`src/rtl/tod_pkg.sv`:
```
package tod_pkg;
  typedef struct packed {
    logic [7:0] hr;
    logic [7:0] mn;
    logic [7:0] sc;
    logic [7:0] te;
  } tod_t;

  localparam logic [1:0] A_TE = 2'd0;
  localparam logic [1:0] A_SC = 2'd1;
  localparam logic [1:0] A_MN = 2'd2;
  localparam logic [1:0] A_HR = 2'd3;

  localparam logic [7:0] M_TE = 8'h0F;
  localparam logic [7:0] M_MS = 8'h7F;
  localparam logic [7:0] M_HR = 8'h9F;

  localparam tod_t TOD_RST = '{hr: 8'h12, mn: 8'h00, sc: 8'h00, te: 8'h00};

  // {carry, value} for a 00..59 BCD field
  function automatic logic [8:0] inc_sexa(input logic [7:0] v);
    logic [8:0] r;
    if (v[3:0] >= 4'd9) begin
      if (v[6:4] >= 3'd5) r = 9'h100;
      else                r = {1'b0, 1'b0, v[6:4] + 3'd1, 4'd0};
    end else begin
      r = {1'b0, 1'b0, v[6:4], v[3:0] + 4'd1};
    end
    return r;
  endfunction

  function automatic logic [7:0] inc_hr(input logic [7:0] v);
    logic [7:0] r;
    if (v[4:0] == 5'h12)      r = {v[7], 7'h01};
    else if (v[4:0] == 5'h11) r = {~v[7], 7'h12};
    else if (v[3:0] >= 4'd9)  r = {v[7], 7'h10};
    else                      r = {v[7], 2'b00, v[4], v[3:0] + 4'd1};
    return r;
  endfunction
endpackage

```
`src/rtl/tod_prescaler.sv`:
```
module tod_prescaler #(
  parameter int DIV60 = 6,
  parameter int DIV50 = 5
) (
  input  logic clk_i,
  input  logic rst_ni,
  input  logic tick_i,
  input  logic rate_50_i,
  input  logic clear_i,
  output logic adv_o
);
  localparam int DMAX = (DIV60 > DIV50) ? DIV60 : DIV50;
  localparam int W    = $clog2(DMAX + 1);

  logic [W-1:0] cnt_q;
  logic [W-1:0] last;

  assign last  = rate_50_i ? W'(DIV50 - 1) : W'(DIV60 - 1);
  assign adv_o = tick_i & ~clear_i & (cnt_q >= last);

  always_ff @(posedge clk_i or negedge rst_ni) begin
    if (!rst_ni)      cnt_q <= '0;
    else if (clear_i) cnt_q <= '0;
    else if (tick_i)  cnt_q <= adv_o ? '0 : cnt_q + W'(1);
  end
endmodule

```
`src/rtl/tod_time_core.sv`:
```
module tod_time_core
  import tod_pkg::*;
(
  input  logic       clk_i,
  input  logic       rst_ni,
  input  logic       adv_i,
  input  logic       wr_i,
  input  logic [1:0] addr_i,
  input  logic [7:0] wdata_i,
  output tod_t       time_o,
  output tod_t       next_o,
  output logic       step_o,
  output logic       halted_o
);
  tod_t time_q, nxt;
  logic halted_q;
  logic [8:0] sc_inc, mn_inc;
  logic te_wrap;

  always_comb begin
    nxt     = time_q;
    te_wrap = time_q.te[3:0] >= 4'd9;
    sc_inc  = inc_sexa(time_q.sc);
    mn_inc  = inc_sexa(time_q.mn);
    nxt.te  = te_wrap ? 8'h00 : {4'h0, time_q.te[3:0] + 4'd1};
    if (te_wrap) begin
      nxt.sc = sc_inc[7:0];
      if (sc_inc[8]) begin
        nxt.mn = mn_inc[7:0];
        if (mn_inc[8]) nxt.hr = inc_hr(time_q.hr);
      end
    end
  end

  assign step_o   = adv_i & ~halted_q & ~wr_i;
  assign time_o   = time_q;
  assign next_o   = nxt;
  assign halted_o = halted_q;

  always_ff @(posedge clk_i or negedge rst_ni) begin
    if (!rst_ni) begin
      time_q   <= TOD_RST;
      halted_q <= 1'b0;
    end else if (wr_i) begin
      unique case (addr_i)
        A_TE: begin time_q.te <= wdata_i & M_TE; halted_q <= 1'b0; end
        A_SC: time_q.sc <= wdata_i & M_MS;
        A_MN: time_q.mn <= wdata_i & M_MS;
        A_HR: begin time_q.hr <= wdata_i & M_HR; halted_q <= 1'b1; end
        default: ;
      endcase
    end else if (step_o) begin
      time_q <= nxt;
    end
  end
endmodule

```
`src/rtl/tod_read_latch.sv`:
```
module tod_read_latch
  import tod_pkg::*;
(
  input  logic       clk_i,
  input  logic       rst_ni,
  input  logic       rd_i,
  input  logic [1:0] addr_i,
  input  tod_t       live_i,
  output logic [7:0] rdata_o,
  output logic       latched_o,
  output tod_t       snap_o
);
  tod_t snap_q, view;
  logic latched_q;

  assign view = latched_q ? snap_q : live_i;

  always_comb begin
    unique case (addr_i)
      A_TE:    rdata_o = view.te;
      A_SC:    rdata_o = view.sc;
      A_MN:    rdata_o = view.mn;
      default: rdata_o = view.hr;
    endcase
  end

  always_ff @(posedge clk_i or negedge rst_ni) begin
    if (!rst_ni) begin
      snap_q    <= TOD_RST;
      latched_q <= 1'b0;
    end else if (rd_i) begin
      if (addr_i == A_HR && !latched_q) begin
        snap_q    <= live_i;
        latched_q <= 1'b1;
      end else if (addr_i == A_TE) begin
        latched_q <= 1'b0;
      end
    end
  end

  assign latched_o = latched_q;
  assign snap_o    = snap_q;
endmodule

```
`src/rtl/tod_clock.sv`:
```
module tod_clock
  import tod_pkg::*;
#(
  parameter int DIV60 = 6,
  parameter int DIV50 = 5
) (
  input  logic       clk_i,
  input  logic       rst_ni,
  input  logic       tick_i,
  input  logic       rate_50_i,
  input  logic       alarm_sel_i,
  input  logic       wr_en_i,
  input  logic       rd_en_i,
  input  logic [1:0] addr_i,
  input  logic [7:0] wdata_i,
  output logic [7:0] rdata_o,
  output logic       alarm_o
);
  logic time_wr, alarm_wr, adv, step, halted_w, latched_w, presc_clr;
  tod_t live, next_t, snap_w, alarm_q;

  assign time_wr   = wr_en_i & ~alarm_sel_i;
  assign alarm_wr  = wr_en_i & alarm_sel_i;
  assign presc_clr = halted_w | (time_wr & (addr_i == A_TE));

  tod_prescaler #(.DIV60(DIV60), .DIV50(DIV50)) u_presc (
    .clk_i, .rst_ni, .tick_i, .rate_50_i,
    .clear_i(presc_clr), .adv_o(adv)
  );

  tod_time_core u_core (
    .clk_i, .rst_ni, .adv_i(adv), .wr_i(time_wr), .addr_i, .wdata_i,
    .time_o(live), .next_o(next_t), .step_o(step), .halted_o(halted_w)
  );

  tod_read_latch u_rd (
    .clk_i, .rst_ni, .rd_i(rd_en_i), .addr_i, .live_i(live),
    .rdata_o, .latched_o(latched_w), .snap_o(snap_w)
  );

  // hours 0x00 never occurs in a running clock, so reset value never matches
  always_ff @(posedge clk_i or negedge rst_ni) begin
    if (!rst_ni) begin
      alarm_q <= '0;
      alarm_o <= 1'b0;
    end else begin
      if (alarm_wr) begin
        unique case (addr_i)
          A_TE: alarm_q.te <= wdata_i & M_TE;
          A_SC: alarm_q.sc <= wdata_i & M_MS;
          A_MN: alarm_q.mn <= wdata_i & M_MS;
          default: alarm_q.hr <= wdata_i & M_HR;
        endcase
      end
      alarm_o <= step && (next_t == alarm_q);
    end
  end
endmodule

```
`config.mk`:
```
export PLATFORM = sky130hd
export DESIGN_NAME = tod_clock
export DESIGN_NICKNAME = d
export VERILOG_FILES = /design/src/rtl/tod_pkg.sv /design/src/rtl/tod_prescaler.sv /design/src/rtl/tod_time_core.sv /design/src/rtl/tod_read_latch.sv /design/src/rtl/tod_clock.sv
export SDC_FILE = /design/constraint.sdc
export NUM_CORES = 1
export LEC_CHECK = 0
export BUFFER_PORTS_ARGS = -buffer_cell sky130_fd_sc_hd__buf_2
export CAP_MARGIN = 20
export CORE_MARGIN = 1
export CORE_UTILIZATION = 33
export CTS_CLUSTER_SIZE = 40
export DETAILED_ROUTE_END_ITERATION = 16
export SLEW_MARGIN = 20
export SYNTH_ARGS = -nofsm -noshare
export SYNTH_HDL_FRONTEND = slang
export SYNTH_SLANG_ARGS = --single-unit
```
`constraint.sdc`:
```
create_clock -name clk_i -period 7.5 [get_ports clk_i]
set_clock_uncertainty 0.2 [all_clocks]
set_input_delay 1.125 -clock clk_i [delete_from_list [all_inputs] [get_ports clk_i]]
set_output_delay 1.125 -clock clk_i [all_outputs]
set_load 0.05 [all_outputs]
```
Word-level counts from Yosys, hierarchy flattened
Cells that the tools add are included.
- input bits: 17
- flip-flop bits (word level): 94
- word-level logic and storage cells: 100
- output and inout bits: 9
- reduce and logical (&&, ||, !) cells: 20
- bitwise logic cells: 14
- multiplexer cells: 26
- magnitude comparators: 7
- equality and inequality tests: 10
- add/sub/neg operators: 7
- operator list (cell ; number):
    two-way mux 32 bit ; 3
    two-way mux 8 bit ; 7
    two-way mux 9 bit ; 4
    equality test 32 bit ; 1
    two-way mux 24 bit ; 1
    one-hot mux 8 bit (3 select lines) ; 1
    AND reduction 2 bit ; 11
    adder 4 x 1 -> 4 bit, second input constant ; 4
    greater-or-equal comparator 4 bit, second input constant ; 4
    two-way mux 16 bit ; 1
    equality test 5 bit, second input constant ; 2
    adder 3 x 1 -> 3 bit, second input constant ; 3
    two-way mux 3 bit ; 3
    inequality test 2 x 1 -> 1 bit, second input constant ; 4
    nonzero test 2 bit ; 4
    bitwise AND 1 bit ; 7
    greater-or-equal comparator 3 bit, second input constant ; 2
    inverter 1 bit ; 6
    two-way mux 5 bit ; 1
    equality test 2 bit, second input constant ; 2
    two-way mux 4 bit ; 1
    greater-or-equal comparator 3 bit ; 1
    two-way mux 1 bit ; 3
    OR reduction 3 bit ; 1
    other kinds (6) ; 7

Depth between registers and ports, before layout
- depth in word-level cells: 11
- depth in mapped cells: 11
- mapped depth without buffers: 9

Hierarchy
A second synthesis with hierarchy kept.
- cells, all modules: 490
- area, all modules: 5657.9 µm²
- by module, submodules not included (module ; sequential area each (µm²) ; cells each ; times used ; area an instance (µm²)):
    tod_time_core ; 728.2 ; 277 ; 1 ; 2383.5
    tod_read_latch ; 828.3 ; 101 ; 1 ; 1794.2
    tod_clock ; 625.6 ; 92 ; 1 ; 1267.5
    tod_prescaler ; 75.1 ; 20 ; 1 ; 212.7

Least setup slack after synthesis
OpenSTA, ideal clock, no wires.
- path type: input port to output port
- start point: input addr_i[0]
- end point: output rdata_o[4]
- required time: 6.175 ns
- setup slack: 3.406 ns
- arrival time: 2.769 ns
- cell stages on the path: 5
- buffers on the path: 2
- path through: ha_1 > buf_1 > clkbuf_1 > a221oi_1 > a21oi_1
- word-level cells in the longest chain between the ends: 2
- elaborated cells between the ends (all ways): 4
- those cells by class: eq/ne (2); mux (1); reduce/logical (1)
- RTL lines (element ; line ; RTL):
    start: declaration ; tod_clock.sv:14 ; input logic [1:0] addr_i,
    equality test 2 bit (tied with other cells) ; tod_read_latch.sv:19 ; unique case (addr_i)
    one-hot mux 8 bit (3 select lines) (*) ; tod_read_latch.sv:19 ;
    end: declaration ; tod_clock.sv:16 ; output logic [7:0] rdata_o,
Every way passes the cells marked *; elsewhere a longest branch is shown, timed or not.

Worst setup path in the final report
- start point: input addr_i[0]
- end point: output rdata_o[2]
The elaborated chain is that of the path after synthesis.

==> summary.txt <==
Logic synthesis
  • Synth area leader: dfrtp_1
  • Syn Nets: 591
  • Yosys reg bits: 86
  • Simple-Gate Fraction of Synth Area: 14.8%
  • Seq/Total Area, Yosys: 40.1%
  • Async set-reset flop share out of synthesis: 100%
  • Post-synth cell types: 64
  • Top post-synthesis cells by count: dfrtp_1 (82), nand2_1 (50), mux2_2 (49)
  • Post-Syn Instances: 551
  • Post-synthesis xor/xnor area fraction: 3.75%
  • Yosys top cell area share: 38.1%
  • Compound-gate portion of the synthesized area: 18.1%
  • Top FF cell, synth: dfrtp_1
  • Area of the mapped netlist: 5380 um2
  • Synth top area cells: dfrtp_1 (38%), mux2_2 (10%), ha_1 (5.4%)
  • Largest family of logic cells by synthesized area: compound AO/OA/AOI/OAI gates
  • Synthesized area per cell: 9.76 um2
  • Synth Area in Adders: 5.35%
  • Count leader, synth: dfrtp_1
  • Mux share of post-synthesis cell area: 13.7%
  • EDFF count, synth: 0
  • Synth Warn #: 0

CTS
  • CTS tree: done
  • H-tree depth: 3
  • Hold-fix buffers, CTS: 0
  • Skew-Pair Late Insertion Delay: 0.35 ns
  • Clock Sinks: 86
  • Setup bufs post-CTS: 0
  • CTS Buf Count: 9
  • Clock-pin slew of the registers on the worst-case setup and hold paths: 0.06 ns
  • PostCTS Resize Cnt: 0
  • Clock tree buffer depth: 2
  • Clk root buf: clkbuf_16

Timing
  • Final critical-path required period: 4.21 ns
  • Fin. max-slew vios: 0
  • Min setup slack post-route: 3.29 ns
  • Worst Tran Pin Value: 0.955 ns
  • Final hold vios: 0
  • RSZ-0062 raised after global routing: no
  • # setup viols final: 0
  • TNS Setup: 0 ns
  • Slew headroom: 36.3%
  • Tcrit/Tclk final: 56.2%
  • Fmax: 237 MHz

Power
  • VDD IR max: 0.124 mV
  • Sw Ratio: 41.4%
  • Clk pwr share: 22.8%
  • Power per cell area: 360 nW/um2
  • P_sw: 0.000897 W
  • Combinational Power Share: 38.3%
  • P_int: 0.00127 W
  • Seq pwr share: 38.9%
  • Leak: 2.62 nW

GRT
  • Vias in the first global route: 4293
  • GRT Overall Usage: 19.1%
  • Initial antenna violation count: 0
  • First-pass GRT wire length: 24200 um
  • Largest net degree at the start of global routing: 47
  • GRT Residual Overflow: 0

Setup path
  • Critical path type: in -> out
  • CP Capture Type: output pin
  • Critical path required time: 6.17 ns
  • Worst EP arrival: 2.89 ns
  • Critical path startpoint category: input pin
  • CP max FO: 15

Run status
  • Status: complete, no violations

Drt
  • Via Count: 4459
  • Pre-antenna DRT Iters: 6
  • Post-DRT Antenna Nets: 0
  • Post-DR wirelength/cell: 19.3 um
  • Drt drc: 0
  • Drt first-iter violations: 530
  • Routed WL: 15200 um
  • DR vias/cell: 5.68

Die
  • Die Height: 130 um
  • Die width: 130 um
  • Core Rows: 46
  • Boundary pin count: 26
  • Core ar.: 15900 um2
  • Initial core utilization: 33.9%
  • DIE AREA: 16800 um2

Finish
  • Final #Nets: 604
  • Share of post-route cells with drive strength above 1: 19.3%
  • Area of the multi-input gates: 3000 um2
  • Diode count: 0
  • FF+latch area: 2160 um2
  • Fillcell total: 1595
  • Synth-to-layout area growth: 12.0%

Placed design
  • Number of port buffers: 25
  • Routability cong.: 0.904
  • Pre-CTS setup slack: 3.33 ns
  • Dpl hpwl: 10900 um

Worst hold path
  • Min-Delay Path Class: reg -> reg

Job
  • # Max-Cap Violations: 0
power groups by stage:
| stage | combinational (W) | clock, W | sequential, W |
|---|---|---|---|
| 5_1_grt | 0.000921 | 0.000523 | 0.000868 |
| 3_5_place_dp | 0.000821 | 0 | 0.000845 |
| 4_1_cts | 0.000826 | 0.000503 | 0.000836 |
| 3_3_place_gp | 0.000801 | 0 | 0.000841 |
| 2_1_floorplan | 0.000672 | 0 | 0.000734 |
| 6_report | 0.000830 | 0.000494 | 0.000843 |
sequential cells by signal, indices dropped and copies added, names as in the netlist:
signal and count:
alarm_q 24, alarm_o 1, u_core.time_o 28, u_rd.snap_o 28, u_presc.cnt_q 3, u_rd.latched_o 1
u_core.halted_o 1
metrics by stage:
step	std cells	total power, W	instance area, um2	hold slack (ns)	utilization [%]
2_1_floorplan	551	0.00141	5380	0.249	-
3_3_place_gp	768	0.00164	5690	0.263	35.8
3_5_place_dp	768	0.00167	5690	0.273	35.8
4_1_cts	784	0.00217	6020	0.287	37.9
5_1_grt	785	0.00231	6030	0.310	37.9
6_report	785	0.00217	6030	0.289	37.9
placed cells by master (no fill, tap or decap), drive strengths merged, types with 3 or more instances in the layout:
cell type  Yosys  final
o41ai          3      3
o21ai         45     45
dfrtp         82     82
xor2          11     11
ha            23     23
o311ai         4      4
a32oi          3      3
a2111oi        4      4
inv           30     30
o22ai         10     10
nor3           8      8
clkbuf        16     12
nand2         50     50
a31oi          3      3
nand2b         7      7
nand3         14     14
o31ai          4      4
dfstp          4      4
and2           4      4
nand4          5      5
xnor2         12     12
a21o           3      3
mux2          50     50
and3           5      5
or3b           3      3
buf           12     29
nor2          31     31
a221oi         7      7
mux2i         13     13
a21oi         34     34
nor4           8      8
clkinv         0      3
nand4b         3      3
a222oi         8      8
critical path: stages:
cell,delay [ns]
buf_2,0.11
inv_1,0.06
ha_1,0.40
a222oi_1,0.43
inv_1,0.07
mux4_2,0.46
buf_2,0.23
layout make-up:
| cell class | instances | area share (%) |
|---|---|---|
| repair buffers | 30 | 2.74 |
| inverters | 30 | 1.87 |
| clock inverters | 5 | 1.37 |
| multi-input cells | 407 | 49.7 |
| flip-flops and latches | 86 | 35.8 |
| well taps | 216 | 4.48 |
| clock buffers | 11 | 4.03 |
logic make-up after synthesis:
kind of cell / Yosys count
buffers and inverters: 58
adder cells (fa/ha/maj): 23
XOR/XNOR: 23
multiplexers: 65
AND/OR/NAND/NOR: 150
flip-flops: 86
AO/OA/AOI/OAI: 146
path summary, 6_finish.rpt:
| kind | startpoint | to | slack [ns] | cells after the start |
|---|---|---|---|---|
| setup / recovery | addr_i[0] | rdata_o[2] | 3.29 | 7 |
| hold / removal | u_rd.snap_o[21] | u_rd.snap_o[21] | 0.29 | 2 |
| setup reg to reg | u_core.time_o[8] | alarm_o | 3.78 | 9 |
| hold reg to reg | u_rd.snap_o[21] | u_rd.snap_o[21] | 0.29 | 2 |
| max in group asynchronous | rst_ni | alarm_q[11] | 5.52 | 2 |
| min in group asynchronous | rst_ni | u_core.halted_o | 0.57 | 1 |
routing by layer:
metal / track usage [%] / vias to the layer above / routed length (um)
li1: - / 2059 / -
met3: 3.47 / 28 / 1020
met4: 8.28 / 0 / 439
met5: 0 / - / 0
met2: 29.9 / 179 / 6960
met1: 25.8 / 2193 / 6740
Note: power is estimated with default switching activity, not from simulation.
